### src/rtl/wdt_bank_pkg.sv
package wdt_bank_pkg;

  localparam int unsigned DATA_W    = 64;
  localparam int unsigned ADDR_W    = 17;
  localparam int unsigned IDX_W     = 6;
  localparam int unsigned LEN_W     = 16;
  localparam int unsigned CNT_LSB_W = 8;
  localparam int unsigned CNT_W     = LEN_W + CNT_LSB_W;

  localparam logic [ADDR_W-1:0] PEND_OFS  = 17'h00200;
  localparam logic [ADDR_W-1:0] ENCLR_OFS = 17'h00210;
  localparam logic [ADDR_W-1:0] ENSET_OFS = 17'h00218;

  typedef enum logic [1:0] {
    MODE_OFF = 2'd0,
    MODE_IRQ = 2'd1,
    MODE_SEC = 2'd2,
    MODE_RST = 2'd3
  } wdt_mode_e;

  typedef struct packed {
    wdt_mode_e        mode;
    logic             sec_en;
    logic [LEN_W-1:0] len;
  } wdt_cfg_t;

  function automatic wdt_cfg_t unpack_cfg(logic [DATA_W-1:0] w);
    wdt_cfg_t c;
    c.mode   = wdt_mode_e'(w[1:0]);
    c.sec_en = w[2];
    c.len    = w[19:4];
    return c;
  endfunction

  function automatic logic [DATA_W-1:0] pack_word(wdt_cfg_t c, logic [CNT_W-1:0] cnt);
    logic [DATA_W-1:0] w;
    w        = '0;
    w[1:0]   = c.mode;
    w[2]     = c.sec_en;
    w[19:4]  = c.len;
    w[43:20] = cnt;
    return w;
  endfunction

endpackage

### src/rtl/wdt_prescaler.sv
module wdt_prescaler #(
  parameter int unsigned TICK_DIV = 1024
) (
  input  logic clk_i,
  input  logic rst_ni,
  output logic tick_o
);
  localparam int unsigned PW = (TICK_DIV > 2) ? $clog2(TICK_DIV) : 1;
  localparam logic [PW-1:0] LAST = PW'(TICK_DIV - 1);

  logic [PW-1:0] pre_q;

  always_ff @(posedge clk_i or negedge rst_ni) begin
    if (!rst_ni)            pre_q <= '0;
    else if (pre_q == LAST) pre_q <= '0;
    else                    pre_q <= pre_q + 1'b1;
  end

  assign tick_o = (pre_q == LAST);

  assert_tick_spacing_R3: assert property (@(posedge clk_i) disable iff (!rst_ni)
    tick_o |=> !tick_o);

endmodule

### src/rtl/wdt_timer.sv
module wdt_timer
  import wdt_bank_pkg::*;
(
  input  logic             clk_i,
  input  logic             rst_ni,
  input  logic             tick_i,
  input  logic             cfg_we_i,
  input  wdt_cfg_t         cfg_i,
  input  logic             poke_i,
  output wdt_cfg_t         cfg_o,
  output logic [CNT_W-1:0] cnt_o,
  output logic             cpu_exp_o,
  output logic             sec_irq_o,
  output logic             rst_req_o
);
  wdt_cfg_t         cfg_q;
  logic [CNT_W-1:0] cnt_q, cnt_d, reload;
  logic [1:0]       stage_q, stage_d;
  logic             sec_q, rst_q;
  logic             running, expire, sec_hit, rst_hit;

  always_comb begin
    reload    = {cfg_q.len, {CNT_LSB_W{1'b0}}};
    running   = (cfg_q.mode != MODE_OFF);
    // a register write in the same cycle overrides the expiry
    expire    = tick_i && running && (cnt_q == '0) && !cfg_we_i && !poke_i;
    cpu_exp_o = expire && (cfg_q.mode == MODE_IRQ || stage_q == 2'd0);
    sec_hit   = expire && (stage_q == 2'd1) &&
                (cfg_q.mode == MODE_SEC || cfg_q.mode == MODE_RST);
    rst_hit   = expire && (stage_q == 2'd2) && (cfg_q.mode == MODE_RST);

    stage_d = stage_q;
    if (cfg_we_i || poke_i) begin
      stage_d = 2'd0;
    end else if (expire) begin
      unique case (cfg_q.mode)
        MODE_SEC: stage_d = (stage_q == 2'd0) ? 2'd1 : 2'd0;
        MODE_RST: stage_d = (stage_q == 2'd2) ? 2'd0 : stage_q + 2'd1;
        default:  stage_d = 2'd0;
      endcase
    end

    if (cfg_we_i)                cnt_d = {cfg_i.len, {CNT_LSB_W{1'b0}}};
    else if (poke_i || expire)   cnt_d = reload;
    else if (tick_i && running)  cnt_d = cnt_q - 1'b1;
    else                         cnt_d = cnt_q;
  end

  always_ff @(posedge clk_i or negedge rst_ni) begin
    if (!rst_ni) begin
      cfg_q   <= '{mode: MODE_OFF, sec_en: 1'b0, len: '0};
      cnt_q   <= '0;
      stage_q <= 2'd0;
      sec_q   <= 1'b0;
      rst_q   <= 1'b0;
    end else begin
      if (cfg_we_i) cfg_q <= cfg_i;
      cnt_q   <= cnt_d;
      stage_q <= stage_d;
      sec_q   <= sec_hit && cfg_q.sec_en;
      rst_q   <= rst_hit;
    end
  end

  assign cfg_o     = cfg_q;
  assign cnt_o     = cnt_q;
  assign sec_irq_o = sec_q;
  assign rst_req_o = rst_q;

  assert_rst_pulse_R7: assert property (@(posedge clk_i) disable iff (!rst_ni)
    rst_q |=> !rst_q);
  assert_rst_mode_R7: assert property (@(posedge clk_i) disable iff (!rst_ni)
    rst_q |-> (cfg_q.mode == MODE_RST));
  assert_sec_gate_R8: assert property (@(posedge clk_i) disable iff (!rst_ni)
    sec_q |-> cfg_q.sec_en);
  assert_cnt_bound_R4: assert property (@(posedge clk_i) disable iff (!rst_ni)
    cnt_q <= {cfg_q.len, {CNT_LSB_W{1'b0}}});
  assert_off_hold_R3: assert property (@(posedge clk_i) disable iff (!rst_ni)
    (cfg_q.mode == MODE_OFF && !cfg_we_i && !poke_i) |=> $stable(cnt_q));
  assert_irq_mode_stage_R5: assert property (@(posedge clk_i) disable iff (!rst_ni)
    (cfg_q.mode == MODE_IRQ) |-> (stage_q == 2'd0));

endmodule

### src/rtl/wdt_irq_regs.sv
module wdt_irq_regs #(
  parameter int unsigned NUM_TIMERS = 4
) (
  input  logic                  clk_i,
  input  logic                  rst_ni,
  input  logic [NUM_TIMERS-1:0] set_i,
  input  logic [NUM_TIMERS-1:0] pend_clr_i,
  input  logic [NUM_TIMERS-1:0] en_set_i,
  input  logic [NUM_TIMERS-1:0] en_clr_i,
  output logic [NUM_TIMERS-1:0] pend_o,
  output logic [NUM_TIMERS-1:0] en_o,
  output logic                  irq_o
);
  logic [NUM_TIMERS-1:0] pend_q, en_q;

  always_ff @(posedge clk_i or negedge rst_ni) begin
    if (!rst_ni) begin
      pend_q <= '0;
      en_q   <= '0;
    end else begin
      pend_q <= (pend_q & ~pend_clr_i) | set_i;
      en_q   <= (en_q & ~en_clr_i) | en_set_i;
    end
  end

  assign pend_o = pend_q;
  assign en_o   = en_q;
  assign irq_o  = |(pend_q & en_q);

  assert_w1c_R10: assert property (@(posedge clk_i) disable iff (!rst_ni)
    (|(pend_clr_i & ~set_i)) |=> ((pend_q & $past(pend_clr_i & ~set_i)) == '0));
  assert_pend_sticky_R10: assert property (@(posedge clk_i) disable iff (!rst_ni)
    (pend_clr_i == '0) |=> ((pend_q & $past(pend_q)) == $past(pend_q)));
  assert_en_set_R11: assert property (@(posedge clk_i) disable iff (!rst_ni)
    (en_set_i != '0) |=> ((en_q & $past(en_set_i)) == $past(en_set_i)));

endmodule

### src/rtl/wdt_bank.sv
module wdt_bank
  import wdt_bank_pkg::*;
#(
  parameter int unsigned NUM_TIMERS = 4,
  parameter int unsigned TICK_DIV   = 1024
) (
  input  logic                  clk_i,
  input  logic                  rst_ni,
  input  logic                  req_i,
  input  logic                  we_i,
  input  logic [16:0]           addr_i,
  input  logic [63:0]           wdata_i,
  output logic [63:0]           rdata_o,
  output logic                  irq_o,
  output logic [NUM_TIMERS-1:0] sec_irq_o,
  output logic [NUM_TIMERS-1:0] rst_req_o
);
  logic             tick;
  logic [IDX_W-1:0] idx;
  logic             aligned, in_cfg, in_poke, is_pend, is_enclr, is_enset, wr;
  wdt_cfg_t         new_cfg;

  wdt_cfg_t              cfg_q   [NUM_TIMERS];
  logic [CNT_W-1:0]      cnt_q   [NUM_TIMERS];
  logic [NUM_TIMERS-1:0] cpu_exp, pend, en;
  logic [NUM_TIMERS-1:0] pend_clr, en_set, en_clr;

  logic unused_wdata;
  assign unused_wdata = ^{wdata_i[63:20], wdata_i[3]};

  always_comb begin
    idx      = addr_i[8:3];
    aligned  = (addr_i[2:0] == 3'd0);
    in_cfg   = aligned && (addr_i[16:9] == '0);
    in_poke  = aligned && addr_i[16] && (addr_i[15:9] == '0);
    is_pend  = (addr_i == PEND_OFS);
    is_enclr = (addr_i == ENCLR_OFS);
    is_enset = (addr_i == ENSET_OFS);
    wr       = req_i && we_i;
    new_cfg  = unpack_cfg(wdata_i);
    pend_clr = (wr && is_pend)  ? wdata_i[NUM_TIMERS-1:0] : '0;
    en_clr   = (wr && is_enclr) ? wdata_i[NUM_TIMERS-1:0] : '0;
    en_set   = (wr && is_enset) ? wdata_i[NUM_TIMERS-1:0] : '0;
  end

  wdt_prescaler #(.TICK_DIV(TICK_DIV)) u_pre (
    .clk_i (clk_i),
    .rst_ni(rst_ni),
    .tick_o(tick)
  );

  for (genvar i = 0; i < NUM_TIMERS; i++) begin : g_tmr
    logic cfg_we, poke;
    assign cfg_we = wr && in_cfg  && (idx == IDX_W'(i));
    assign poke   = wr && in_poke && (idx == IDX_W'(i)) && wdata_i[0];

    wdt_timer u_tmr (
      .clk_i    (clk_i),
      .rst_ni   (rst_ni),
      .tick_i   (tick),
      .cfg_we_i (cfg_we),
      .cfg_i    (new_cfg),
      .poke_i   (poke),
      .cfg_o    (cfg_q[i]),
      .cnt_o    (cnt_q[i]),
      .cpu_exp_o(cpu_exp[i]),
      .sec_irq_o(sec_irq_o[i]),
      .rst_req_o(rst_req_o[i])
    );
  end

  wdt_irq_regs #(.NUM_TIMERS(NUM_TIMERS)) u_irq (
    .clk_i     (clk_i),
    .rst_ni    (rst_ni),
    .set_i     (cpu_exp),
    .pend_clr_i(pend_clr),
    .en_set_i  (en_set),
    .en_clr_i  (en_clr),
    .pend_o    (pend),
    .en_o      (en),
    .irq_o     (irq_o)
  );

  always_comb begin
    rdata_o = '0;
    if (req_i && !we_i) begin
      if (in_cfg) begin
        for (int i = 0; i < NUM_TIMERS; i++)
          if (idx == IDX_W'(i)) rdata_o = pack_word(cfg_q[i], cnt_q[i]);
      end else if (is_pend) begin
        rdata_o[NUM_TIMERS-1:0] = pend;
      end else if (is_enclr || is_enset) begin
        rdata_o[NUM_TIMERS-1:0] = en;
      end
    end
  end

  assert_pulse_independent_R13: assert property (@(posedge clk_i) disable iff (!rst_ni)
    $countones(rst_req_o) <= 1 || $past(tick));

endmodule

### config.mk
export PLATFORM = sky130hd
export DESIGN_NAME = wdt_bank
export DESIGN_NICKNAME = d
export VERILOG_FILES = /design/src/rtl/wdt_bank_pkg.sv /design/src/rtl/wdt_prescaler.sv /design/src/rtl/wdt_timer.sv /design/src/rtl/wdt_irq_regs.sv /design/src/rtl/wdt_bank.sv
export SDC_FILE = /design/constraint.sdc
export NUM_CORES = 1
export LEC_CHECK = 0
export BUFFER_PORTS_ARGS = -buffer_cell sky130_fd_sc_hd__buf_2
export CORE_MARGIN = 3
export CORE_UTILIZATION = 25
export DETAILED_ROUTE_END_ITERATION = 6
export HOLD_SLACK_MARGIN = 0.1
export PLACE_DENSITY = 0.4
export RECOVER_POWER = 25
export REMOVE_ABC_BUFFERS = 1
export SKIP_CTS_REPAIR_TIMING = 1
export SYNTH_ARGS = -nofsm -noshare
export SYNTH_HDL_FRONTEND = slang
export SYNTH_SLANG_ARGS = --single-unit
### constraint.sdc
create_clock -name clk_i -period 2.45 [get_ports clk_i]
set_input_delay 0.245 -clock clk_i [delete_from_list [all_inputs] [get_ports clk_i]]
set_output_delay 0.245 -clock clk_i [all_outputs]
set_load 0.005 [all_outputs]
==> reports/qor.yml, run 1 <==
wl_per_cell_microns: 21.3
routed_wl_mm: 51.9
crit_type: "flip-flop to flip-flop"
grt-ovfl-total: 0
finalInstanceArea_sq_um: 16300
tritoncts: "done"
drt_iter0_drc: 850
cts_buffers: 29
max_freq_mhz: 412
diodes: 0
dieWidth_microns: 228
hpwlAfterDp_mm: 40.0
async_reset_ff_frac: 1.00
final_hold_viol_count: 0
cp-end-kind: "flip-flop"
synth_edf_count: 0
rsz0062_at_grt: "true"
syn_inst: 1493
die_area_sq_um: 52200
drtAntennaViolNets: 0
violations: "capacitance limit, slew limit"
grtUsageTotal: 0.193
status: "finished with violations"
ys.flop_type: "dfrtp_1"
insertion_delay_ns: 0.58
yosys_warnings: 0
cp.required_ns: 2.96
drive_above_1_share: 0.248
place_congestion: 0.878
max_cap_violations: 1
startpoint_type: "flip-flop"
num_vias: 12400
core_sq_um: 48300
clkTransAtPathRegs_ns: 0.06
ctsLongestPathBuffers: 3
io_buffers: 93
drc: 0
critPathMaxFanout: 4
worst_ep_arrival_time_ns: 2.94
io_pins: 158
start_util: 0.256
synthDominantCellAreaShare: 0.417
power_leakage_nw: 7.28
clock_skew_ns: 0.0244
wl_met3_mm: 2.54
final_max_slew_viol_count: 60
yosysUniqueCellTypes: 76
finalSetupViolCount: 0
htree_levels: 1
drt-pass1-iter-count: 4
highest_layer: "met4"
netlist_area_sq_um: 12400
setup-tns-final_ns: 0
syn_avg_cell_area_sq_um: 8.28
synth_seq_cells: 206
wl_met2_mm: 24.7
wl_met1_mm: 23.3
syn2layout_area_growth_pct: 32.0
ir_drop_v: 0.000482
routed_via_density: 5.10
relSlewSlack: -0.199
placementRows: 80
place_area_sq_um: 14900
synth_area_leaders: "dfrtp_1, nand2_1, a22oi_1, a21oi_1, nor2_1"
grt_pass1_wl_mm: 78.0
cts_root_buf: "clkbuf_16"
grt_max_degree: 66
fin_crit_sh: 0.991
die_y_microns: 228
cts_sinks: 206
fin_crit_ns: 2.43
layout.nets: 1849
yosysTopAreaCell: "dfrtp_1"
tightest_slew_ns: 1.80
grt_pass1_vias: 12300
synth.yosys.seq_area_share: 0.417
hold_class: "input port to flip-flop"
antenna_found_initial: 0
p_per_area_nw_per_um2: 475
-- sequential cells by signal (all words and copies together), names as in the netlist --
| name | count |
|---|---|
| g_tmr.u_tmr.cfg_o | 76 |
| g_tmr.u_tmr.cnt_o | 96 |
| g_tmr.u_tmr.rst_req_o | 4 |
| g_tmr.u_tmr.sec_irq_o | 4 |
| g_tmr.u_tmr.stage_q | 8 |
| u_irq.en_o | 4 |
| u_irq.pend_o | 4 |
| u_pre.pre_q | 10 |
-- worst max-delay path, cell delays in order, from the launching register on --
cell	delay [ns]
dfrtp_1	0.37
or4_4	0.58
or4_4	0.61
nor2_4	0.22
a21oi_4	0.10
buf_4	0.17
o211ai_1	0.17
a22o_1	0.15
-- layer usage --
layer	up-vias	GRT usage
met5	-	0
met2	333	0.325
met3	77	0.0199
met1	6127	0.265
li1	5872	-
met4	0	0.0509
-- report_power, final --
| part | switching [mW] | total [mW] | internal (mW) |
|---|---|---|---|
| clock | 1.68 | 4.10 | 2.42 |
| combinational | 0.184 | 0.258 | 0.0739 |
| sequential | 0.000393 | 3.40 | 3.40 |
-- Yosys cell counts (all sizes together), types with 5 or more instances --
cell / count
a22oi: 93
o211ai: 16
o22a: 6
mux2: 11
a32oi: 5
nor2b: 9
nand2: 283
a21oi: 121
nand3: 56
or3: 15
or2: 6
a31oi: 20
xor2: 32
nor3b: 5
nor3: 50
nand4: 21
or4: 13
and2: 7
xnor2: 17
buf: 64
ha: 9
o31ai: 5
dfrtp: 206
and3: 14
inv: 25
nor4: 31
o21ai: 87
a21o: 7
a221oi: 5
o22ai: 6
clkbuf: 43
and4: 9
nor2: 146
o21a: 11
-- stage by stage --
step | worst slack (ns) | power [mW] | utilization | std cells | hold slack (ns)
floorplan | -3.02 | 3.50 | - | 1405 | -0.0506
global placement | -0.132 | 3.70 | 0.308 | 2351 | 0.241
detailed placement | -0.129 | 3.70 | 0.308 | 2351 | 0.233
CTS | -0.134 | 7.86 | 0.327 | 2403 | -0.366
global route | -0.0386 | 8.05 | 0.338 | 2432 | 0.103
finish | 0.0217 | 7.76 | 0.338 | 2432 | 0.0940
-- area by class of cell --
| cell class | instances | area [sq um] |
|---|---|---|
| well taps | 656 | 821 |
| fillers | 5073 | 32000 |
| multi-input cells | 1174 | 6850 |
| clock buffers | 40 | 817 |
| inverters | 25 | 93.8 |
| repair buffers | 319 | 2490 |
| flip-flops and latches | 206 | 5150 |
| clock inverters | 12 | 93.8 |
-- path summary, 6_finish.rpt --
check                                        startpoint                        to  slack, ns  cells after the start
worst max-delay path            g_tmr[2].u_tmr.cnt_o[6]   g_tmr[2].u_tmr.cnt_o[9]       0.02                      7
worst min-delay path                          addr_i[3]             u_irq.en_o[0]       0.09                      2
worst max register to register  g_tmr[2].u_tmr.cnt_o[6]   g_tmr[2].u_tmr.cnt_o[9]       0.02                      7
worst min register to register           u_pre.pre_q[9]            u_pre.pre_q[9]       0.48                      1
max in group asynchronous                        rst_ni  g_tmr[0].u_tmr.cnt_o[10]       0.47                      3
min in group asynchronous                        rst_ni  g_tmr[3].u_tmr.rst_req_o       0.69                      2
-- cell usage in the layout, fill, tap and decap left out, types with 13 or more instances in the layout --
cell / Yosys / final
nand4_1: 21 / 21
a22oi_1: 93 / 93
o21ai_1: 13 / 13
clkbuf_16: 0 / 30
dlygate4sd3_1: 0 / 20
inv_1: 25 / 25
and3_1: 14 / 13
nor4_1: 22 / 22
o21ai_0: 73 / 70
o211ai_1: 16 / 16
conb_1: 1 / 20
buf_2: 27 / 92
a31oi_1: 20 / 17
a21oi_1: 116 / 101
xor2_1: 32 / 32
buf_12: 0 / 20
nor2_1: 142 / 139
nor3_1: 49 / 45
dfrtp_1: 206 / 206
nand2_1: 281 / 278
buf_4: 30 / 178
a21oi_2: 5 / 19
xnor2_1: 17 / 17
nand3_1: 54 / 53
-- logic make-up (layout without fill, tap and decap cells) --
group / count (synthesis) / count (layout) / share of synthesized area
compound gates: 404 / 404 / 0.207
simple gates: 680 / 680 / 0.268
other cells: 1 / 20 / 0.000303
xor+xnor: 49 / 49 / 0.0347
mux: 12 / 12 / 0.0108
fa+ha+maj: 9 / 9 / 0.00911
flops: 206 / 206 / 0.417
buf+inv: 132 / 396 / 0.0531
Note: power is estimated with default switching activity, not from simulation.
==> inputs of run 2 (changes only) <==
- ABC_AREA: not set -> 1
==> run 2 against run 1 <==
Compared with the run above: the flow now finishes without violations; clock power rose by 5.6%; setup slack improved by 0.080 ns; first-iteration DRC count rose by 30%; global-route usage rose by 1.4 points; register-to-register slack improved by 0.08 ns; combinational power rose by 10%; die area rose by 18%; cell count rose by 32%; largest power group unchanged; sequential share of layout area fell by 2.7 points; via count rose by 23%; count of clock-buffer cells in the layout rose by 7.
==> reports/qor.yml, run 2 <==
status: "finished, final reports clean"
p_int_mw: 6.12  # +3.8%
ir_drop_v: 0.000327  # -32%
hpwlAfterDp_mm: 51.9  # +30%
yosysUniqueCellTypes: 53  # -30%
layout.nets: 2521  # +36%
drt-pass1-iter-count: 5  # +1
switchingPower_mw: 1.91  # +2.3%
grt_pass1_wl_mm: 95.7  # +23%
setup-tns-final_ns: 0  # unchanged
synth.yosys.seq_area_share: 0.351  # -0.0654
largest_reg_flops: 96  # unchanged
diodes: 0  # unchanged
synthDominantCellAreaShare: 0.351  # -0.0654
critPathMaxFanout: 12  # +8
io_buffers: 93  # unchanged
clock_skew_ns: 0.0107  # -0.0137 ns
yosys_warnings: 0  # unchanged
cts_root_buf: "clkbuf_16"
cp-end-kind: "flip-flop"
final_hold_viol_count: 0  # unchanged
dp_slack_ns: 0.00521  # +0.134 ns
synth.most_common_cell: "nand2_1"
syn_avg_cell_area_sq_um: 6.55  # -21%
cts_buffers: 28  # -3.4%
pwr-share-seq: 0.424  # -0.015
timing.rr.start: "g_tmr[1].u_tmr.cnt_o[18]"
path_cells: "nor2_1 -> nand2_1 -> nor2_1 -> inv_1 -> nor2_1 -> nand3_4 -> nor2_1 -> inv_1 -> nor2_1"
crit_type: "flip-flop to flip-flop"
dp.cells: 3138  # +33%
grtUsageTotal: 0.207  # +0.0137
crit_start: "g_tmr[1].u_tmr.cnt_o[18]"
async_reset_ff_frac: 1.00  # unchanged
ctsLongestPathBuffers: 3  # unchanged
antenna_found_initial: 1  # +1
synth_edf_count: 0  # unchanged
final_cell_mix: "nand2_1, nor2_1, inv_1"
routed_wl_mm: 64.5  # +24%
startpoint_type: "flip-flop"
wl_per_cell_microns: 20.1  # -5.9%
max_cap_violations: 0  # -1
fin_hold_ws_ns: 0.0929  # -0.00108 ns
finalSetupViolCount: 0  # unchanged
routed_via_density: 4.75  # -6.9%
die_area_sq_um: 61600  # +18%
placementRows: 88  # +10%
drtAntennaViolNets: 0  # unchanged
max_freq_mhz: 426  # +3.4%
final_common_cell: "nand2_1"
min-delay-start: "wdata_i[19]"
core_sq_um: 57900  # +20%
die_y_microns: 248  # +8.7%
drc: 0  # unchanged
synth_area_leaders: "dfrtp_1, nand2_1, nor2_1, inv_1, nand3_1"
crit_slowest_cell: "dfrtp_1"
hold_class: "input port to flip-flop"
drt_iter0_drc: 1102  # +30%
netlist_area_sq_um: 14700  # +19%
syn_inst: 2241  # +50%
finalInstanceArea_sq_um: 17900  # +9.5%
p_comb_frac: 0.036  # +0.003
clkTransAtPathRegs_ns: 0.06  # about the same
tightest_slew_ns: 1.40  # -0.398 ns
rrSetupSlack_ns: 0.10  # +0.08 ns
io_pins: 158  # unchanged
pwr-share-clk: 0.540  # +0.012
tritoncts: "done"
cp.required_ns: 2.88  # -0.08 ns
worst_ep_arrival_time_ns: 2.78  # -0.16 ns
yosysTopAreaCell: "dfrtp_1"
layout_setup_ws_ns: 0.102  # +0.0804 ns
ys.flop_type: "dfrtp_1"
syn2layout_area_growth_pct: 21.9
grt_pass1_vias: 14900  # +21%
place_area_sq_um: 16600  # +12%
fin_crit_ns: 2.35  # -0.0804 ns
crit_top_cell: "nor2_1"
drive_above_1_share: 0.139  # -0.108
finalPower_mw: 8.02  # +3.4%
p_per_area_nw_per_um2: 449  # -5.6%
insertion_delay_ns: 0.56  # -0.02 ns
fin_crit_sh: 0.958  # -0.0328
grt-ovfl-total: 0  # unchanged
final_max_slew_viol_count: 0  # -100%
p_sw_frac: 0.238  # -0.00259
dieWidth_microns: 248  # +8.7%
relSlewSlack: 0.0662  # +0.265
finalNonFillerCells: 3213  # +32%
cts_sinks: 206  # unchanged
synth_common_cells: "nand2_1, nor2_1, inv_1, dfrtp_1, nand3_1"
postLayoutCoreUtil: 0.309  # -0.0290
power_leakage_nw: 9.22  # +27%
num_vias: 15300  # +23%
start_util: 0.253  # -0.00251
max_stage_delay_ns: 0.44  # -0.17 ns
place_congestion: 0.912  # +3.8%
htree_levels: 1  # unchanged
grt_max_degree: 80  # +21%
synth_seq_cells: 206  # unchanged
run 2: worst max-delay path: cells and delay by family (launching register included):
kind,cells,cell delay (ns)
simple gates,7,1.62
buf+inv,2,0.15
flops,1,0.44
run 2: power by group through the flow:
stage	Clock (mW)	Sequential [mW]	Combinational [mW]
6_report	4.33	3.40	0.285
3_5_place_dp	0	3.47	0.271
2_1_floorplan	0	3.47	0.0624
4_1_cts	4.43	3.40	0.272
5_1_grt	4.58	3.40	0.318
3_3_place_gp	0	3.47	0.270
run 2: final timing paths:
| path | end | depth (start not counted) |
|---|---|---|
| min reg2reg | g_tmr[1].u_tmr.cnt_o[0] | 1 |
| max in group asynchronous | g_tmr[3].u_tmr.rst_req_o | 3 |
| max reg2reg | g_tmr[1].u_tmr.rst_req_o | 9 |
| min in group asynchronous | g_tmr[3].u_tmr.cfg_o[8] | 2 |
| min | g_tmr[2].u_tmr.cfg_o[15] | 3 |
| max | g_tmr[1].u_tmr.rst_req_o | 9 |
run 2: cell type report:
type / count / area [sq um]
fill: 6551 / 40000
multi-input combinational: 1686 / 8040
sequential: 206 / 5150
timing repair buffer: 236 / 1740
inverter: 269 / 1020
tap: 765 / 957
clock buffer: 47 / 923
clock inverter: 4 / 45.0
run 2: metal layers:
layer  track usage  share of wire  vias up
met2         0.355           0.48      349
met3        0.0166          0.042       73
li1              -              -     7540
met5             0              0        -
met4        0.0435          0.023        0
met1         0.285           0.46     7306
run 2: logic make-up after synthesis:
group / after synthesis / synth area share
flip-flops: 206 / 0.351
adder cells (fa/ha/maj): 9 / 0.00768
XOR/XNOR: 49 / 0.0293
other: 1 / 0.000256
buffers and inverters: 370 / 0.109
AO/OA/AOI/OAI: 316 / 0.117
multiplexers: 1 / 0.000682
AND/OR/NAND/NOR: 1289 / 0.385
